### src/rtl/lq_pkg.sv
package lq_pkg;
  localparam int unsigned LQ_DEPTH_DEF    = 8;
  localparam int unsigned LQ_SQ_DEPTH_DEF = 8;
  localparam int unsigned LQ_SEQ_W_DEF    = 16;
  localparam int unsigned LQ_ADDR_W_DEF   = 32;
  localparam int unsigned LQ_BLK_BITS_DEF = 8;
  localparam int unsigned LQ_VCNT_W_DEF   = 16;

  // Holder state for the single recorded ordering violator
  typedef enum logic {
    VH_EMPTY   = 1'b0,
    VH_PENDING = 1'b1
  } viol_hold_e;
endpackage

### src/rtl/lq_alloc_pick.sv
module lq_alloc_pick #(
  parameter int DEPTH = 8,
  parameter int IDX_W = 3
) (
  input  logic [DEPTH-1:0] busy,
  output logic [IDX_W-1:0] pick,
  output logic             full
);
  // Lowest-numbered free slot wins; scanning downward leaves it last written
  always_comb begin
    pick = '0;
    for (int i = DEPTH - 1; i >= 0; i--) begin
      if (!busy[i]) pick = IDX_W'(i);
    end
    full = &busy;
  end
endmodule

### src/rtl/lq_entries.sv
module lq_entries #(
  parameter int DEPTH  = 8,
  parameter int IDX_W  = 3,
  parameter int SEQ_W  = 16,
  parameter int ADDR_W = 32
) (
  input  logic                         clk,
  input  logic                         rst,
  input  logic                         alloc_fire,
  input  logic [IDX_W-1:0]             alloc_slot,
  input  logic [SEQ_W-1:0]             alloc_seq,
  input  logic                         ex_valid,
  input  logic [IDX_W-1:0]             ex_idx,
  input  logic [ADDR_W-1:0]            ex_addr,
  input  logic                         commit_valid,
  input  logic [SEQ_W-1:0]             commit_seq,
  input  logic                         squash_valid,
  input  logic [SEQ_W-1:0]             squash_seq,
  output logic [DEPTH-1:0]             valid_q,
  output logic [DEPTH-1:0]             aval_q,
  output logic [DEPTH-1:0][SEQ_W-1:0]  seq_q,
  output logic [DEPTH-1:0][ADDR_W-1:0] addr_q,
  output logic [DEPTH-1:0]             kill
);
  for (genvar g = 0; g < DEPTH; g++) begin : g_slot
    logic              v_r;
    logic              av_r;
    logic [SEQ_W-1:0]  s_r;
    logic [ADDR_W-1:0] a_r;
    logic              take;
    logic              wr_addr;

    assign take    = alloc_fire && (alloc_slot == IDX_W'(g));
    assign wr_addr = ex_valid && (ex_idx == IDX_W'(g)) && v_r;
    assign kill[g] = v_r && ((commit_valid && (s_r <= commit_seq)) ||
                             (squash_valid && (s_r > squash_seq)));

    always_ff @(posedge clk) begin
      if (rst) begin
        v_r  <= 1'b0;
        av_r <= 1'b0;
      end else if (take) begin
        v_r  <= 1'b1;
        av_r <= 1'b0;
      end else begin
        if (kill[g]) v_r <= 1'b0;
        if (wr_addr) av_r <= 1'b1;
      end
    end

    // Payload storage carries no reset
    always_ff @(posedge clk) begin
      if (take) s_r <= alloc_seq;
      if (wr_addr) a_r <= ex_addr;
    end

    assign valid_q[g] = v_r;
    assign aval_q[g]  = av_r;
    assign seq_q[g]   = s_r;
    assign addr_q[g]  = a_r;


    slot_kill_chk: assert property (@(posedge clk) disable iff (rst)
      kill[g] |=> !v_r);
  end
endmodule

### src/rtl/lq_viol_unit.sv
module lq_viol_unit
  import lq_pkg::*;
#(
  parameter int DEPTH    = 8,
  parameter int IDX_W    = 3,
  parameter int SEQ_W    = 16,
  parameter int ADDR_W   = 32,
  parameter int BLK_BITS = 8,
  parameter int VCNT_W   = 16
) (
  input  logic                         clk,
  input  logic                         rst,
  input  logic [DEPTH-1:0]             valid_q,
  input  logic [DEPTH-1:0]             aval_q,
  input  logic [DEPTH-1:0][SEQ_W-1:0]  seq_q,
  input  logic [DEPTH-1:0][ADDR_W-1:0] addr_q,
  input  logic                         chk_valid,
  input  logic [SEQ_W-1:0]             chk_seq,
  input  logic [ADDR_W-1:0]            chk_addr,
  input  logic                         viol_rd,
  output logic                         chk_fault,
  output logic                         viol_valid,
  output logic [IDX_W-1:0]             viol_idx,
  output logic [SEQ_W-1:0]             viol_seq,
  output logic [VCNT_W-1:0]            viol_count
);
  localparam int TAG_W = ADDR_W - BLK_BITS;

  viol_hold_e        hold_q;
  logic [DEPTH-1:0]  hit;
  logic              found;
  logic [IDX_W-1:0]  best_idx;
  logic [SEQ_W-1:0]  best_seq;
  logic              record;

  for (genvar g = 0; g < DEPTH; g++) begin : g_cmp
    assign hit[g] = valid_q[g] && aval_q[g] && (seq_q[g] >= chk_seq) &&
                    (addr_q[g][ADDR_W-1:BLK_BITS] == chk_addr[ADDR_W-1:BLK_BITS]);
  end

  // Oldest matching load: smallest sequence number among hits
  always_comb begin
    found    = 1'b0;
    best_idx = '0;
    best_seq = '0;
    for (int i = 0; i < DEPTH; i++) begin
      if (hit[i] && (!found || (seq_q[i] < best_seq))) begin
        found    = 1'b1;
        best_idx = IDX_W'(i);
        best_seq = seq_q[i];
      end
    end
  end

  assign record = chk_valid && (hold_q == VH_EMPTY) && found;

  always_ff @(posedge clk) begin
    if (rst) begin
      hold_q     <= VH_EMPTY;
      chk_fault  <= 1'b0;
      viol_count <= '0;
      viol_idx   <= '0;
      viol_seq   <= '0;
    end else begin
      chk_fault <= record;
      if (hold_q == VH_PENDING) begin
        if (viol_rd) hold_q <= VH_EMPTY;
      end else if (record) begin
        hold_q     <= VH_PENDING;
        viol_idx   <= best_idx;
        viol_seq   <= best_seq;
        viol_count <= viol_count + VCNT_W'(1);
      end
    end
  end

  assign viol_valid = (hold_q == VH_PENDING);


  fault_has_viol_chk: assert property (@(posedge clk) disable iff (rst)
    chk_fault |-> viol_valid);

  count_step_chk: assert property (@(posedge clk) disable iff (rst)
    chk_fault |-> (viol_count == $past(viol_count) + VCNT_W'(1)));

  viol_hold_chk: assert property (@(posedge clk) disable iff (rst)
    (viol_valid && !viol_rd) |=> (viol_valid && $stable(viol_seq) && $stable(viol_idx) && !chk_fault));

  viol_clear_chk: assert property (@(posedge clk) disable iff (rst)
    (viol_valid && viol_rd) |=> !viol_valid);
endmodule

### src/rtl/ldq_order_guard.sv
module ldq_order_guard
  import lq_pkg::*;
#(
  parameter int DEPTH    = LQ_DEPTH_DEF,
  parameter int SQ_DEPTH = LQ_SQ_DEPTH_DEF,
  parameter int SEQ_W    = LQ_SEQ_W_DEF,
  parameter int ADDR_W   = LQ_ADDR_W_DEF,
  parameter int BLK_BITS = LQ_BLK_BITS_DEF,
  parameter int VCNT_W   = LQ_VCNT_W_DEF,
  localparam int IDX_W   = (DEPTH > 1) ? $clog2(DEPTH) : 1,
  localparam int CNT_W   = $clog2(DEPTH + 1),
  localparam int SQF_W   = $clog2(SQ_DEPTH + 1)
) (
  input  logic              clk,
  input  logic              rst,
  input  logic              alloc_valid,
  input  logic [SEQ_W-1:0]  alloc_seq,
  output logic              alloc_ready,
  output logic [IDX_W-1:0]  alloc_idx,
  input  logic              ex_valid,
  input  logic [IDX_W-1:0]  ex_idx,
  input  logic [ADDR_W-1:0] ex_addr,
  input  logic              chk_valid,
  input  logic [SEQ_W-1:0]  chk_seq,
  input  logic [ADDR_W-1:0] chk_addr,
  output logic              chk_fault,
  input  logic              commit_valid,
  input  logic [SEQ_W-1:0]  commit_seq,
  input  logic              squash_valid,
  input  logic [SEQ_W-1:0]  squash_seq,
  input  logic              viol_rd,
  output logic              viol_valid,
  output logic [IDX_W-1:0]  viol_idx,
  output logic [SEQ_W-1:0]  viol_seq,
  output logic [VCNT_W-1:0] viol_count,
  input  logic              blk_set,
  input  logic [SEQ_W-1:0]  blk_seq,
  output logic              blk_active,
  input  logic [SQF_W-1:0]  stq_free,
  output logic [CNT_W-1:0]  free_cap,
  output logic [CNT_W-1:0]  load_count
);
  logic [DEPTH-1:0]             valid_v;
  logic [DEPTH-1:0]             aval_v;
  logic [DEPTH-1:0][SEQ_W-1:0]  seq_v;
  logic [DEPTH-1:0][ADDR_W-1:0] addr_v;
  logic [DEPTH-1:0]             kill_v;
  logic                         full;
  logic                         alloc_fire;
  logic [CNT_W-1:0]             count_q;
  logic [CNT_W-1:0]             n_kill;
  logic [SEQ_W-1:0]             blk_seq_q;

  lq_alloc_pick #(.DEPTH(DEPTH), .IDX_W(IDX_W)) u_pick (
    .busy (valid_v),
    .pick (alloc_idx),
    .full (full)
  );

  assign alloc_ready = !full;
  assign alloc_fire  = alloc_valid && !full;

  lq_entries #(.DEPTH(DEPTH), .IDX_W(IDX_W), .SEQ_W(SEQ_W), .ADDR_W(ADDR_W)) u_ent (
    .clk          (clk),
    .rst          (rst),
    .alloc_fire   (alloc_fire),
    .alloc_slot   (alloc_idx),
    .alloc_seq    (alloc_seq),
    .ex_valid     (ex_valid),
    .ex_idx       (ex_idx),
    .ex_addr      (ex_addr),
    .commit_valid (commit_valid),
    .commit_seq   (commit_seq),
    .squash_valid (squash_valid),
    .squash_seq   (squash_seq),
    .valid_q      (valid_v),
    .aval_q       (aval_v),
    .seq_q        (seq_v),
    .addr_q       (addr_v),
    .kill         (kill_v)
  );

  lq_viol_unit #(.DEPTH(DEPTH), .IDX_W(IDX_W), .SEQ_W(SEQ_W), .ADDR_W(ADDR_W),
                 .BLK_BITS(BLK_BITS), .VCNT_W(VCNT_W)) u_viol (
    .clk        (clk),
    .rst        (rst),
    .valid_q    (valid_v),
    .aval_q     (aval_v),
    .seq_q      (seq_v),
    .addr_q     (addr_v),
    .chk_valid  (chk_valid),
    .chk_seq    (chk_seq),
    .chk_addr   (chk_addr),
    .viol_rd    (viol_rd),
    .chk_fault  (chk_fault),
    .viol_valid (viol_valid),
    .viol_idx   (viol_idx),
    .viol_seq   (viol_seq),
    .viol_count (viol_count)
  );

  always_comb begin
    n_kill = '0;
    for (int i = 0; i < DEPTH; i++) begin
      if (kill_v[i]) n_kill = n_kill + CNT_W'(1);
    end
  end

  always_ff @(posedge clk) begin
    if (rst) count_q <= '0;
    else     count_q <= count_q + CNT_W'(alloc_fire) - n_kill;
  end

  assign load_count = count_q;

  // Blocked-load flag: clearing squash applies first, a new set wins
  always_ff @(posedge clk) begin
    if (rst) begin
      blk_active <= 1'b0;
      blk_seq_q  <= '0;
    end else begin
      if (squash_valid && blk_active && (squash_seq < blk_seq_q)) blk_active <= 1'b0;
      if (blk_set) begin
        blk_active <= 1'b1;
        blk_seq_q  <= blk_seq;
      end
    end
  end

  always_comb begin
    int lq_left;
    int sq_left;
    int low;
    lq_left  = DEPTH - int'(count_q);
    sq_left  = int'(stq_free);
    low      = (sq_left < lq_left) ? sq_left : lq_left;
    free_cap = (low > 0) ? CNT_W'(low - 1) : '0;
  end


  count_match_chk: assert property (@(posedge clk) disable iff (rst)
    $countones(valid_v) == int'(count_q));

  no_overflow_chk: assert property (@(posedge clk) disable iff (rst)
    int'(count_q) <= DEPTH);

  blk_clear_chk: assert property (@(posedge clk) disable iff (rst)
    (squash_valid && blk_active && (squash_seq < blk_seq_q) && !blk_set) |=> !blk_active);

  cap_bound_chk: assert property (@(posedge clk) disable iff (rst)
    (int'(free_cap) <= int'(stq_free)) && (int'(free_cap) + int'(count_q) <= DEPTH));
endmodule

### config.mk
export PLATFORM = sky130hd
export DESIGN_NAME = ldq_order_guard
export DESIGN_NICKNAME = d
export VERILOG_FILES = /design/src/rtl/lq_pkg.sv /design/src/rtl/lq_alloc_pick.sv /design/src/rtl/lq_entries.sv /design/src/rtl/lq_viol_unit.sv /design/src/rtl/ldq_order_guard.sv
export SDC_FILE = /design/constraint.sdc
export NUM_CORES = 2
export LEC_CHECK = 0
export ABC_CLOCK_PERIOD_IN_PS = 23200
export BUFFER_PORTS_ARGS = -buffer_cell sky130_fd_sc_hd__buf_4
export CAP_MARGIN = 20
export CORE_ASPECT_RATIO = 1.25
export CORE_MARGIN = 5
export CORE_UTILIZATION = 50
export CTS_CLUSTER_SIZE = 40
export DETAILED_ROUTE_END_ITERATION = 8
export GPL_TIMING_DRIVEN = 0
export PLACE_DENSITY = 0.67
export SETUP_SLACK_MARGIN = 0.5
export SLEW_MARGIN = 5
export SYNTH_ARGS = -nofsm -noshare
export SYNTH_HDL_FRONTEND = slang
export SYNTH_HIERARCHICAL = 1
export SYNTH_SLANG_ARGS = --single-unit
export TNS_END_PERCENT = 100
### constraint.sdc
create_clock -name clk -period 23.2 [get_ports clk]
set_clock_uncertainty 0.15 [all_clocks]
set_input_delay 4.64 -clock clk [delete_from_list [all_inputs] [get_ports clk]]
set_output_delay 4.64 -clock clk [all_outputs]
set_load 0.03 [all_outputs]
# == After elaboration in Yosys (flattened, before gate mapping) ==
# Cells that the tools add are included.
# classes
n_reduce_logical,128
bitwise,1
eq_ne,22
magnitude_cmp,34
addsub,12
n_mux,62
# ops
op,n
24-bit == test,8
16-bit >= comparator,8
16-bit greater-than comparator,8
16-bit <= comparator,8
16-bit less-than comparator,8
16-bit 2-to-1 mux,8
1-bit logical AND,84
3-bit 2-to-1 mux,12
"32-bit by 1-bit greater-than comparator with 1-bit output, second input constant",1
32-bit 2-to-1 mux,1
4-bit 2-to-1 mux,8
1-bit 2-to-1 mux,31
"4-bit by 1-bit adder with 4-bit output, second input constant",7
"3-bit == test, second input constant",8
2-bit nonzero test,9
"16-bit by 1-bit adder with 16-bit output, second input constant",1
2-bit OR reduction,8
1-bit logical OR,15
"3-bit by 2-bit == test with 1-bit output, second input constant",4
1-bit logical NOT,8
8-bit AND reduction,1
"3-bit by 1-bit == test with 1-bit output, second input constant",2
3-bit logical NOT,2
5-bit less-than comparator,1
7 further kinds,8
# word_totals
register_bits,458
input_bits,160
wordCells,299

# == Logic depth before layout (Yosys ltp) ==
# depth
ltp_word,35
ltp_mapped,89

# == Hierarchy ==
# The synthesis kept the hierarchy.
# by_module_without_submodules
mod,area_each_um2,instances,cells_per_inst
lq_entries,18052.3,1,1175
lq_viol_unit,13197.7,1,1800
ldq_order_guard,2347.3,1,287
lq_alloc_pick,75.1,1,13

# == Worst setup path after synthesis ==
# No wires, ideal clock.
# synth_timing
kind,input port to flip-flop
from,input port chk_seq[15]
to,register u_viol.viol_seq[7]
path_buffers,10
slack_ps,2556
t_arrival_ps,20354
setup_time_ps,139
cell_stages,85
cell_sequence,inv_1 > ha_1 > and4_1 > nand2_1 > a2111oi_0 > o311a_1 > clkbuf_1 > clkbuf_1 > nand2_1 > ha_1 > a221oi_1 > o21ai_0 > a221oi_1 > o21ai_0 > nand2_1 > clkbuf_1 > a21oi_1 > a31oi_1 > [... 49 more ...] > buf_1 > nand2_1 > o22ai_1 > ha_1 > a21o_1 > a21o_1 > a21o_1 > a21o_1 > a221oi_1 > o21ai_0 > nor3_1 > a41oi_1 > nor4_1 > a211oi_4 > buf_6 > or2_0 > a31oi_1 > nor3_2
# synth_via
elab_chain_len,34
elab_cells_between_ends,70
classes_between,15 x order compare; 16 x mux; 39 x reduce/logical
# synth_rtl
element,line,text
"start, declared",ldq_order_guard.sv:24,"input logic [SEQ_W-1:0] chk_seq,"
16-bit >= comparator,lq_viol_unit.sv:37,assign hit[g] = valid_q[g] && aval_q[g] && (seq_q[g] >= chk_seq) &&
1-bit logical AND (2 in series),lq_viol_unit.sv:37,
16-bit 2-to-1 mux / 1-bit 2-to-1 mux (equally long branches),lq_viol_unit.sv:47,if (hit[i] && (!found || (seq_q[i] < best_seq))) begin
16-bit less-than comparator / 1-bit logical NOT (equally long branches),lq_viol_unit.sv:47,
1-bit logical OR,lq_viol_unit.sv:47,
1-bit logical AND,lq_viol_unit.sv:47,
16-bit 2-to-1 mux / 1-bit 2-to-1 mux (equally long branches),lq_viol_unit.sv:47,
16-bit less-than comparator / 1-bit logical NOT (equally long branches),lq_viol_unit.sv:47,
[... 17 more ...],-,
1-bit logical AND,lq_viol_unit.sv:47,
16-bit 2-to-1 mux / 1-bit 2-to-1 mux (equally long branches),lq_viol_unit.sv:47,
16-bit less-than comparator / 1-bit logical NOT (equally long branches),lq_viol_unit.sv:47,
1-bit logical OR,lq_viol_unit.sv:47,
1-bit logical AND,lq_viol_unit.sv:47,
1-bit 2-to-1 mux,lq_viol_unit.sv:47,
1-bit logical AND,lq_viol_unit.sv:55,assign record = chk_valid && (hold_q == VH_EMPTY) && found;
2-bit AND reduction (no line),-,
"end signal, assigned",lq_viol_unit.sv:71,viol_seq <= best_seq;
"end, declared",lq_viol_unit.sv:24,"output logic [SEQ_W-1:0] viol_seq,"
# Parallel ways exist; a longest one is shown, timed or not.
# A chain may end at the register's enable or synchronous reset.

# == Final worst setup path ==
# layout_timing
from,input port chk_seq[9]
to,register u_viol.viol_seq[3]
# Same word-level chain as after synthesis.

==> results.md <==
- CTS max path bufs: 3
- Hpwl dp: 95.29 mm
- Hold Buf Count CTS: 0
- Hold path endpoint: u_viol/viol_seq[0]$_SDFFE_PP0P_
- Max Freq: 45.10 MHz
- Routed WL: 123.0 mm
- First-pass GRT wire length: 173.6 mm
- CTS clk-pin slew, worst paths: 0.06 ns
- Setup crit end kind: flop
- Max Cap Viol: 0
- Initial antenna violation count: 4
- Share of cells above drive strength 1: 0.1394
- Final Max Slew Viols: 0
- Internal Power: 1.327 mW
- CP required: 23.57 ns
- Port bufs: 168
- Grt ovf: 0
- HP Start: u_viol/viol_seq[0]$_SDFFE_PP0P_
- Crit-path most repeated cell: a21o_1
- Fin crit period: 22.17 ns
- Final hold vios: 0
- Drt via density: 6.580
- Crit Path Max Fanout: 10
- Wire per inst: 28.24 µm
- RSZ-0062 raised after global routing: false
- Status: finished, final reports clean
- CTS Buf Count: 44
- Largest net degree at the start of global routing: 26
- Lkg Pwr: 14.79 nW
- Sw frac: 0.2909
- H-tree depth: 2
- Reg2reg path depth: 84
- P per Cell Area: 51.37 mW/mm²
- GPL Wtd Cong: 1.018
- Startpoint types: input pin
- Clock sink total: 394
- Setup TNS: 0 ns
- CP max-delay cell: nor4_2
- Worst R2R Setup Slack: 4.90 ns
- Final ANT Viol Nets: 0
- Core ar.: 0.06302 mm²
- Drt drc: 0
- WS Path Type: in -> reg
- Die Wd: 235.4 µm
- Maximum vdd drop: 0.00007272 V
- Ports: 210
- Clk_lat worst skew: 0.60 ns
- Syn nets: 3899
- First-pass DRT Iterations: 9
- Number of global-route vias before repair: 27950
- Vias: 28650
- Tcrit/Tclk final: 0.9558
- Synth Instances: 3211
- Area Growth Syn to Fin: 14.71%
- Clk root buf: clkbuf_16
- Util after Layout: 0.5780
- Crit Reg-Reg Startpoint: u_ent/g_slot[0].s_r[11]$_DFFE_PP_
- Die Area: 0.06867 mm²
- Starting Density: 0.5038
- Critical path's largest stage delay: 0.43 ns
- Gr usage total: 0.3363
- Worst flop-to-flop path endpoint: u_viol/viol_seq[3]$_SDFFE_PP0P_
- Synthesized area: 0.03175 mm²
- Switching Power: 544.2 µW
- Post-route cell area: 0.03642 mm²
- Cell row count: 103
- DR iter-0 viols: 3095
- Reg power frac: 0.420
- CTS tree: built
- CP arrival: 22.54 ns
- Min-delay worst type: reg -> reg
- Slew @ Worst Pin: 1.149 ns
- DIE HEIGHT: 291.7 µm
- Combinational share of power: 0.188
- Final nets: 4162
- Max-slew headroom: 0.2341
- Syn Area/Cell: 9.888 µm²
- Synth warn: 6
- Hold path depth: 2
- # setup viols final: 0
- Post-Place Cell Area: 0.03424 mm²
- Clock share of power: 0.391
## how the worst max path moves through the flow
stage	startpoint	end	depth (start not counted)	slack (ns)
after floorplan	chk_seq[15]	u_viol/viol_seq[7]$_SDFFE_PP0P_	85	2.56
after global placement	chk_seq[13]	u_viol/viol_seq[15]$_SDFFE_PP0P_	86	-1.57
after detailed placement	chk_seq[13]	u_viol/viol_seq[12]$_SDFFE_PP0P_	86	-2.19
after CTS	chk_seq[9]	u_viol/viol_seq[12]$_SDFFE_PP0P_	86	0.51
after global routing	chk_seq[9]	u_viol/viol_seq[1]$_SDFFE_PP0P_	88	0.38
final	chk_seq[9]	u_viol/viol_seq[3]$_SDFFE_PP0P_	86	1.03
## per-stage QoR
stage	hold WS [ns]	std cells	worst slack, ns	power, mW
after CTS	0.3131	4327	0.5096	1.872
after global routing	0.3334	4349	0.3755	1.934
after detailed placement	0.3037	4230	-2.188	1.139
after floorplan	0.3104	3211	2.557	1.007
final	0.3126	4355	1.026	1.871
after global placement	0.3000	4219	-1.565	1.123
## critical path: cells and delay by family
family | cells | cell delay, ns
compound gates | 49 | 9.78
fa+ha+maj | 8 | 2.42
buf+inv | 14 | 2.86
mux | 1 | 0.37
simple gates | 14 | 2.39
## sequential cells by signal, indices dropped and copies added (netlist names)
name               flops
u_ent/g_slot.v_r       8
u_viol/chk_fault       1
u_ent/g_slot.s_r     128
u_viol/viol_valid      1
u_viol/viol_count     16
load_count             4
u_ent/g_slot.av_r      8
blk_active             1
u_viol/viol_idx        3
u_ent/g_slot.a_r     192
blk_seq_q             16
u_viol/viol_seq       16
## layout by cell type, fill, tap and decap left out, types with 74 or more instances in the layout
master and count:
nand2_1 191, a21oi_1 192, a21o_1 127, edfxtp_1 320, buf_4 226, xor2_1 114
dfxtp_1 74, inv_1 153, nor2_1 207, o21ai_0 77, nand4_1 122, ha_1 527
xnor2_1 112
## cell type report
class | count | area, µm²
Clock buffer | 58 | 1216
Fill cell | 5398 | 26600
Clock inverter | 23 | 276.5
Sequential cell | 394 | 11090
Multi-Input combinational cell | 2528 | 19690
Timing Repair Buffer | 217 | 1740
Buffer | 120 | 651.9
Antenna cell | 6 | 15.01
Inverter | 169 | 686.9
Tap cell | 840 | 1051
## what timing repair did
item,in CTS,in global routing
pin swaps,4,6
resized for setup,41,59
endpoints found under the setup margin,19,19
buffers inserted,16,18
## power by group through the flow
stage               combinational [mW]  sequential, mW  clock, mW
finish                           0.353           0.786      0.732
global route                     0.375           0.786      0.772
CTS                              0.344           0.785      0.743
detailed placement               0.338           0.801          0
global placement                 0.322           0.800          0
floorplan                        0.208           0.799          0
## layer usage
layer / global-route usage / share of wire / vias up
met1: 0.3756 / 0.35 / 13570
met5: 0 / 0.00022 / -
met3: 0.05318 / 0.079 / 598
li1: - / - / 12790
met4: 0.2829 / 0.11 / 4
met2: 0.5629 / 0.46 / 1697
Power figures use the tool's default switching activity.
